$ cat src/rtl/gm_line_pkg.sv
package gm_line_pkg;
  typedef enum logic [1:0] {
    OP_RD    = 2'd0,
    OP_WR    = 2'd1,
    OP_ALLOC = 2'd2
  } op_e;
endpackage

$ cat src/rtl/gm_line_tokens.sv
module gm_line_tokens #(
  parameter int NBLK = 4,
  parameter int AW   = 6,
  parameter int LW   = 4,
  localparam int BW  = (NBLK > 1) ? $clog2(NBLK) : 1
) (
  input  logic                         clk_i,
  input  logic                         rst_ni,
  input  logic                         alloc_i,
  input  logic                         wr_i,
  input  logic [BW-1:0]                blk_i,
  input  logic [AW-1:0]                base_i,
  input  logic [LW-1:0]                off_i,
  output logic [NBLK-1:0][AW-1:0]      base_o,
  output logic [NBLK-1:0]              full_o
);
  logic [NBLK-1:0][LW-1:0] last_q;

  for (genvar b = 0; b < NBLK; b++) begin : g_tok
    logic sel;
    assign sel = (blk_i == BW'(b));
    always_ff @(posedge clk_i or negedge rst_ni) begin
      if (!rst_ni) begin
        base_o[b] <= '0;
        last_q[b] <= '0;
        full_o[b] <= 1'b0;
      end else if (alloc_i && sel) begin
        base_o[b] <= base_i;
        last_q[b] <= off_i;
        full_o[b] <= 1'b0;
      end else if (wr_i && sel && off_i == last_q[b]) begin
        full_o[b] <= 1'b1;
      end
    end
  end
endmodule

$ cat src/rtl/gm_line_pend.sv
module gm_line_pend #(
  parameter int W     = 8,
  parameter int DEPTH = 4,
  localparam int PW   = (DEPTH > 1) ? $clog2(DEPTH) : 1,
  localparam int CW   = $clog2(DEPTH + 1)
) (
  input  logic          clk_i,
  input  logic          rst_ni,
  input  logic          push_i,
  input  logic [W-1:0]  din_i,
  input  logic          pop_i,
  output logic [W-1:0]  dout_o,
  output logic [CW-1:0] cnt_o,
  output logic          full_o,
  output logic          empty_o
);
  logic [W-1:0]  mem_q [DEPTH];
  logic [PW-1:0] wp_q, rp_q;

  assign full_o  = (cnt_o == CW'(DEPTH));
  assign empty_o = (cnt_o == '0);
  assign dout_o  = mem_q[rp_q];

  always_ff @(posedge clk_i) begin
    if (push_i) mem_q[wp_q] <= din_i;
  end

  // pointers wrap at DEPTH (any depth, not only powers of two)
  always_ff @(posedge clk_i or negedge rst_ni) begin
    if (!rst_ni) begin
      wp_q  <= '0;
      rp_q  <= '0;
      cnt_o <= '0;
    end else begin
      if (push_i) wp_q <= (wp_q == PW'(DEPTH - 1)) ? '0 : wp_q + 1'b1;
      if (pop_i)  rp_q <= (rp_q == PW'(DEPTH - 1)) ? '0 : rp_q + 1'b1;
      cnt_o <= cnt_o + CW'(push_i) - CW'(pop_i);
    end
  end
endmodule

$ cat src/rtl/gm_line_store.sv
module gm_line_store #(
  parameter int AW  = 6,
  parameter int DW  = 16,
  parameter int TW  = 4,
  parameter int LAT = 4,
  localparam int DEPTH = 1 << AW
) (
  input  logic          clk_i,
  input  logic          rst_ni,
  input  logic          wr_i,
  input  logic [AW-1:0] waddr_i,
  input  logic [DW-1:0] wdata_i,
  input  logic          rd_i,
  input  logic [AW-1:0] raddr_i,
  input  logic [TW-1:0] rtag_i,
  output logic          rsp_valid_o,
  output logic [DW-1:0] rsp_data_o,
  output logic [TW-1:0] rsp_tag_o
);
  logic [DW-1:0] mem_q [DEPTH];
  logic [LAT-1:0] v_q;
  logic [DW-1:0]  d_q [LAT];
  logic [TW-1:0]  t_q [LAT];

  always_ff @(posedge clk_i) begin
    if (wr_i) mem_q[waddr_i] <= wdata_i;
  end

  // one slot per module; an access advances one module per cycle
  always_ff @(posedge clk_i or negedge rst_ni) begin
    if (!rst_ni) v_q[0] <= 1'b0;
    else         v_q[0] <= rd_i;
  end
  always_ff @(posedge clk_i) begin
    d_q[0] <= mem_q[raddr_i];
    t_q[0] <= rtag_i;
  end

  for (genvar s = 1; s < LAT; s++) begin : g_slot
    always_ff @(posedge clk_i or negedge rst_ni) begin
      if (!rst_ni) v_q[s] <= 1'b0;
      else         v_q[s] <= v_q[s-1];
    end
    always_ff @(posedge clk_i) begin
      d_q[s] <= d_q[s-1];
      t_q[s] <= t_q[s-1];
    end
  end

  assign rsp_valid_o = v_q[LAT-1];
  assign rsp_data_o  = d_q[LAT-1];
  assign rsp_tag_o   = t_q[LAT-1];
endmodule

$ cat src/rtl/gm_line.sv
module gm_line
  import gm_line_pkg::*;
#(
  parameter int LAT  = 4,
  parameter int NBLK = 4,
  parameter int AW   = 6,
  parameter int LW   = 4,
  parameter int DW   = 16,
  parameter int TW   = 4,
  parameter int PEND = 4,
  localparam int BW  = (NBLK > 1) ? $clog2(NBLK) : 1,
  localparam int CW  = $clog2(PEND + 1)
) (
  input  logic          clk_i,
  input  logic          rst_ni,
  input  logic          req_valid_i,
  output logic          req_ready_o,
  input  logic [1:0]    req_op_i,
  input  logic [BW-1:0] req_blk_i,
  input  logic [LW-1:0] req_off_i,
  input  logic [DW-1:0] req_data_i,
  input  logic [TW-1:0] req_tag_i,
  output logic          rsp_valid_o,
  output logic [DW-1:0] rsp_data_o,
  output logic [TW-1:0] rsp_tag_o
);
  typedef struct packed {
    logic [BW-1:0] blk;
    logic [LW-1:0] off;
    logic [TW-1:0] tag;
  } pend_t;

  op_e                     op;
  logic                    acc, is_rd, is_wr, is_al;
  logic [NBLK-1:0][AW-1:0] tok_base;
  logic [NBLK-1:0]         tok_full;
  pend_t                   pend_in, head;
  logic [CW-1:0]           pend_cnt;
  logic                    pend_full, pend_empty;
  logic                    rel, direct, push, pop, issue;
  logic [BW-1:0]           iss_blk;
  logic [LW-1:0]           iss_off;
  logic [TW-1:0]           iss_tag;
  logic [AW-1:0]           raddr, waddr;

  assign op          = op_e'(req_op_i);
  assign req_ready_o = !(pend_full && op == OP_RD);
  assign acc         = req_valid_i && req_ready_o;
  assign is_rd       = acc && op == OP_RD;
  assign is_wr       = acc && op == OP_WR;
  assign is_al       = acc && op == OP_ALLOC;

  // parked head goes first; a same-cycle read queues behind it
  assign rel    = !pend_empty && tok_full[head.blk];
  assign direct = is_rd && tok_full[req_blk_i] && !rel;
  assign push   = is_rd && !direct;
  assign pop    = rel;
  assign issue  = rel || direct;

  assign pend_in = '{blk: req_blk_i, off: req_off_i, tag: req_tag_i};
  assign iss_blk = rel ? head.blk : req_blk_i;
  assign iss_off = rel ? head.off : req_off_i;
  assign iss_tag = rel ? head.tag : req_tag_i;
  assign raddr   = tok_base[iss_blk] + AW'(iss_off);
  assign waddr   = tok_base[req_blk_i] + AW'(req_off_i);

  gm_line_tokens #(.NBLK(NBLK), .AW(AW), .LW(LW)) u_tok (
    .clk_i   (clk_i),
    .rst_ni  (rst_ni),
    .alloc_i (is_al),
    .wr_i    (is_wr),
    .blk_i   (req_blk_i),
    .base_i  (req_data_i[AW-1:0]),
    .off_i   (req_off_i),
    .base_o  (tok_base),
    .full_o  (tok_full)
  );

  gm_line_pend #(.W($bits(pend_t)), .DEPTH(PEND)) u_pend (
    .clk_i   (clk_i),
    .rst_ni  (rst_ni),
    .push_i  (push),
    .din_i   (pend_in),
    .pop_i   (pop),
    .dout_o  (head),
    .cnt_o   (pend_cnt),
    .full_o  (pend_full),
    .empty_o (pend_empty)
  );

  gm_line_store #(.AW(AW), .DW(DW), .TW(TW), .LAT(LAT)) u_store (
    .clk_i       (clk_i),
    .rst_ni      (rst_ni),
    .wr_i        (is_wr),
    .waddr_i     (waddr),
    .wdata_i     (req_data_i),
    .rd_i        (issue),
    .raddr_i     (raddr),
    .rtag_i      (iss_tag),
    .rsp_valid_o (rsp_valid_o),
    .rsp_data_o  (rsp_data_o),
    .rsp_tag_o   (rsp_tag_o)
  );
endmodule

$ cat config.mk
export PLATFORM = sky130hd
export DESIGN_NAME = gm_line
export DESIGN_NICKNAME = d
export VERILOG_FILES = /design/src/rtl/gm_line_pkg.sv /design/src/rtl/gm_line_tokens.sv /design/src/rtl/gm_line_pend.sv /design/src/rtl/gm_line_store.sv /design/src/rtl/gm_line.sv
export SDC_FILE = /design/constraint.sdc
export NUM_CORES = 1
export LEC_CHECK = 0
export BUFFER_PORTS_ARGS = -buffer_cell sky130_fd_sc_hd__buf_2
export CORE_ASPECT_RATIO = 0.75
export CORE_MARGIN = 2
export CORE_UTILIZATION = 60
export CTS_BUF_LIST = sky130_fd_sc_hd__clkbuf_16
export DETAILED_ROUTE_END_ITERATION = 6
export GPL_TIMING_DRIVEN = 0
export HOLD_SLACK_MARGIN = 0.02
export PLACE_DENSITY = 0.76
export SLEW_MARGIN = 5
export SYNTH_ARGS = -nofsm -noshare
export SYNTH_HDL_FRONTEND = slang
export SYNTH_SLANG_ARGS = --single-unit
$ cat constraint.sdc
create_clock -name clk_i -period 8.7 [get_ports clk_i]
set_input_delay 0.87 -clock clk_i [delete_from_list [all_inputs] [get_ports clk_i]]
set_output_delay 0.87 -clock clk_i [all_outputs]
set_load 0.02 [all_outputs]
* Word level (Yosys, flattened, before mapping)
Memories as Yosys holds them, arrays and structs flattened.
Cells that the tools add are included.
** Storage, ports and cells
- Bits in registers :: 55
- Bits in latches :: 0
- Memory bits (writable) :: 1144
- ROM bits :: 0
- Input bits :: 31
- Output and inout port bits :: 22
- Word-level logic and storage cells :: 102
- Memories kept :: 4
** Memories
- u_store.mem_q :: depth 64, width 16, rd ports 1, clocked after memory_dff 0, wr ports 1, RTL line gm_line_store.sv:20 : logic [DW-1:0] mem_q [DEPTH];
- u_store.d_q :: depth 4, width 16, rd ports 4, clocked after memory_dff 0, wr ports 4, RTL line gm_line_store.sv:22 : logic [DW-1:0] d_q [LAT];
- u_pend.mem_q :: depth 4, width 10, rd ports 1, clocked after memory_dff 0, wr ports 1, RTL line gm_line_pend.sv:17 : logic [W-1:0] mem_q [DEPTH];
- u_store.t_q :: depth 4, width 4, rd ports 4, clocked after memory_dff 0, wr ports 4, RTL line gm_line_store.sv:23 : logic [TW-1:0] t_q [LAT];
** Operators by class
- Add/sub/neg operators :: 6
- $mul :: 0
- Div/mod/pow operators :: 0
- Magnitude comparators :: 3
- Eq/ne operators :: 12
- Shift operators :: 0
- Mux-type cells :: 25
- Bitwise gates (word level) :: 0
- Reductions and logical operators :: 33
** Operators with widths (count)
- $bmux 6 s2 :: 2
- $logic_and 1x1->1 :: 21
- $eq 4x4->1 :: 4
- $mux 1 :: 14
- $add 6x4->6 :: 2
- $mux 6 :: 2
- $eq 2x2->1 const B :: 5
- $lt 2x3->1 const B :: 3
- $mux 4 :: 2
- $reduce_bool 2->1 :: 4
- $mux 2 :: 3
- $add 2x1->2 const B :: 2
- $bmux 1 s2 :: 2
- $eq 2x1->1 const B :: 2
- $logic_not 1->1 :: 4
- $logic_not 2->1 :: 2
- $add 3x1->3 :: 1
- $eq 3x3->1 const B :: 1
- $logic_not 3->1 :: 1
- $sub 3x1->3 :: 1
- $logic_or 1x1->1 :: 1

* Logic depth before layout (Yosys ltp)
- Word-level depth :: 11
- Gate-level depth with buffers :: 18

* By module
A second synthesis with hierarchy kept.
** Second synthesis, totals
- Cells, all modules :: 2200
- Area, all modules :: 45984.1 um^2
** Modules (own cells, without submodules)
- gm_line_store :: instances 1, cells an instance 1890, area an instance 41329.6 um^2, sequential area each 32451.1 um^2
- gm_line_tokens :: instances 1, cells an instance 132, area an instance 1915.6 um^2, sequential area each 1101.1 um^2
- gm_line_pend :: instances 1, cells an instance 88, area an instance 1859.3 um^2, sequential area each 1376.3 um^2
- gm_line :: instances 1, cells an instance 90, area an instance 879.6 um^2, sequential area each 0.0 um^2

* Worst setup path after synthesis
Ideal clock, no wire load.
- Path kind :: register to register
- From :: register u_pend.rp_q[0]
- To :: memory u_store.d_q[0][0]
- Library setup time :: 0.147 ns
- Arrival time :: 4.993 ns
- Data required time :: 8.553 ns
- Slack :: 3.560 ns
- Cell stages (with the launch flop) :: 14
- Path buffers :: 4
- Clock period less this slack :: 5.140 ns
- Path through :: dfrtp_1 -> mux4_2 -> mux2_4 -> o211ai_1 -> clkbuf_1 -> mux2_2 -> ha_1 -> clkbuf_1 -> clkbuf_1 -> buf_1 -> mux4_2 -> mux4_2 -> mux2i_1 -> mux2i_1
** RTL lines
- start: declaration :: RTL line gm_line_pend.sv:18 : logic [PW-1:0] wp_q, rp_q;
- start signal: assignment :: RTL line gm_line_pend.sv:36 : if (pop_i) rp_q <= (rp_q == PW'(DEPTH - 1)) ? '0 : rp_q + 1'b1;
- end: declaration :: RTL line gm_line_store.sv:22

==> metrics.txt <==
Top Metal Used=met4; crit start category=register; pwr/cell area=around 370 nW/µm²; RSZ-0062 raised after global routing=no; clock-pin slew on the worst setup and hold paths=~0.07 ns; area delta synth->final=13.20%; share of the synthesized area in the top cell type=0.7022; first drt pass iteration count=6; Post-Place Setup Slack=around 1.8 ns; DRT antenna net count=0; gr usage total=0.2737; Fin. Hold Viols=0; CTS Buffer Depth=3; Post-DP HPWL=between 60000 and 70000 µm; clk_skew=roughly 0.032 ns; critical path fanouts, max=10; final wirelength=roughly 100000 µm; slack of the critical path=approximately 1.7 ns; worst path arrival time=around 7.5 ns; cell area after synthesis=between 40000 and 50000 µm²; CTS Root Cell=clkbuf_16; CP max-delay cell=buf_1; Final min period=~7 ns; largest net degree at the start of global routing=69; met2 routed WL=~47000 µm; Pleak=between 15 and 20 nW; Avg Cell Area, Syn=around 23 µm²; final setup vio count=0; Worst Path Required=a little over 9 ns; vias in the first global route=21889; Ys Warns=0; Worst VDD drop=roughly 0.29 mV; Post-CTS Hold Fix Bufs=0; max cap viols=0; post-CTS sizing=0; initial drt markers=between 2000 and 3000; worst-skew pair later-pin latency=between 0.6 and 0.7 ns; DRC errors left=0; IO Count=53; met1 wire length=between 40000 and 50000 µm; Synth area leaders=edfxtp_1 70%, mux4_2 17%, dfxtp_1 3.5%, dfrtp_1 3.0%, mux2_2 1.3%; via count=between 20000 and 25000; count leader, synth=edfxtp_1; Critical Path Sink Type=register; Initial Util=0.6058; fin nets=2244; Rel. slew slack=0.1061; HP Class=in2async; Slew @ Worst Pin=roughly 1.3 ns; syn nets=between 2000 and 2500; layout cells sized above 1=0.3268; Crit Path Category=reg2reg; total CTS buffers=around 110; Core Area=about 75000 µm²; Largest stage delay, worst path=around 0.88 ns; grt total ovfl=0; sequential area share after synthesis=0.7676; clock sinks=1199; vias per cell=about 6.6; full die area=78080 µm²; area leader, netlist=edfxtp_1; Syn Inst Count=roughly 2000; Post-synth EDFFs=around 1100; #FFs+latches synth=roughly 1200; met3 wire length=12050 µm; CTS tree=built; critical path cell sequence=mux4_2 > mux2_4 > o211ai_1 > clkbuf_1 > mux2_2 > ha_1 > clkbuf_1 > clkbuf_1 > buf_1 > mux4_2 > mux4_2 > mux2i_1 > mux2i_1; initial antenna violation count=2; Die Span X=around 320 µm; fraction of registers with async set/reset=0.04587; first-pass GRT wire length=between 150000 and 200000 µm; Synth cell types=between 40 and 50; Post-CTS Setup Bufs=0; Site Rows=87; H-Tree Depth=3; final setup TNS=0 ns; Synth Flop Type=edfxtp_1; final worst path period share=0.8074; number of I/O port buffers=52; top cells by count, synth=1064 x edfxtp_1, 337 x mux4_2, 84 x nor2_1; status=complete, no violations; fin. max-slew vios=0; Die H=242.5 µm; Placer Congestion=about 0.9; mean routed wirelength per cell=approximately 32 µm; Max Clock Freq=roughly 0.14 GHz
## cell usage in the layout (no fill, tap or decap), types with 3 or more instances in the layout
master / instances
xnor2_1: 10
buf_4: 12
clkbuf_16: 111
buf_8: 56
nor3_1: 5
mux2_2: 51
nor4_1: 5
nor2b_1: 3
xor2_1: 16
clkbuf_2: 3
nand3_1: 7
mux2i_1: 57
clkinv_8: 3
xnor2_2: 3
dfrtp_1: 55
fa_1: 3
buf_1: 17
clkinv_4: 3
inv_2: 4
edfxtp_1: 1064
mux4_2: 337
dfxtp_1: 80
inv_1: 33
bufinv_16: 6
nand2_1: 22
a21o_1: 4
ha_1: 15
buf_2: 43
nor2_1: 20
clkinv_1: 21
nor2_2: 64
a21oi_1: 8
clkinv_2: 26
buf_6: 7
clkbuf_1: 62
o21ai_0: 7
and2_1: 4
nand4_1: 3
## flip-flops by register name, indices dropped and copies added, names as in the netlist
signal               cells
u_pend.cnt_o             3
u_pend.mem_q            40
u_pend.rp_q              2
u_pend.wp_q              2
u_store.d_q             64
u_store.mem_q         1024
u_store.rsp_valid_o      1
u_store.t_q             16
u_store.v_q              3
u_tok.base_o            24
u_tok.full_o             4
u_tok.last_q            16
## through the flow
step           hold slack (ns)  area [µm²]  std cells    util  total power, mW
2_1_floorplan           0.3096       45500       1974       -            11.69
3_3_place_gp            0.3105       46990       3005  0.6256            14.25
3_5_place_dp            0.3121       48060       3065  0.6398            14.47
4_1_cts                 0.3224       51440       3260  0.6849            19.11
5_1_grt                 0.2912       51510       3262  0.6858            19.73
6_report                0.2524       51510       3263  0.6858            19.12
## report_power, final
part           internal [mW]  leakage [nW]  switching (mW)
Sequential              6.60          10.9           0.115
Clock                   2.49          1.74            2.09
Combinational           3.38          4.12            4.45
## critical path, delay by kind of cell (launching register included)
family | cells | cell delay, ns
compound gates | 1 | 0.51
buf+inv | 4 | 2.33
fa+ha+maj | 1 | 0.29
flops | 1 | 0.45
mux | 7 | 3.20
## final timing paths
| check | startpoint | endpoint | slack (ns) | cells after the start |
|---|---|---|---|---|
| min reg2reg | u_store.t_q[0][3]$_DFF_P_ | u_store.t_q[1][3]$_DFF_P_ | 0.32 | 0 |
| max in group asynchronous | rst_ni | u_tok.last_q[15]$_DFFE_PN0P_ | 7.98 | 1 |
| min in group clk_i | u_store.t_q[0][3]$_DFF_P_ | u_store.t_q[1][3]$_DFF_P_ | 0.32 | 0 |
| max | u_pend.rp_q[0]$_DFFE_PN0N_ | u_store.d_q[0][15]$_DFF_P_ | 1.68 | 13 |
| max reg2reg | u_pend.rp_q[0]$_DFFE_PN0N_ | u_store.d_q[0][15]$_DFF_P_ | 1.68 | 13 |
| min | rst_ni | u_tok.full_o[0]$_DFFE_PN0P_ | 0.25 | 1 |
## layout make-up
cell class,count,area (µm²)
clock buffers,111,2778
repair buffers,114,1211
diodes,1,2.502
clock inverters,84,604.3
well taps,979,1225
plain buffers,88,365.4
inverters,18,67.56
fillers,4387,23600
multi-input cells,669,10330
flip-flops and latches,1199,34930
## layer usage
metal  global-route usage  vias up
met5                    0        -
met4              0.07353        0
met3              0.08101      177
met2               0.4009     1336
met1               0.4101    11474
li1                     -     8709
## cells by family after synthesis
family,synth area share
adder cells (fa/ha/maj),0.005445
flip-flops,0.7676
AO/OA/AOI/OAI,0.005170
XOR/XNOR,0.005939
buffers and inverters,0.009431
AND/OR/NAND/NOR,0.01336
multiplexers,0.1930
Power figures use the tool's default switching activity.
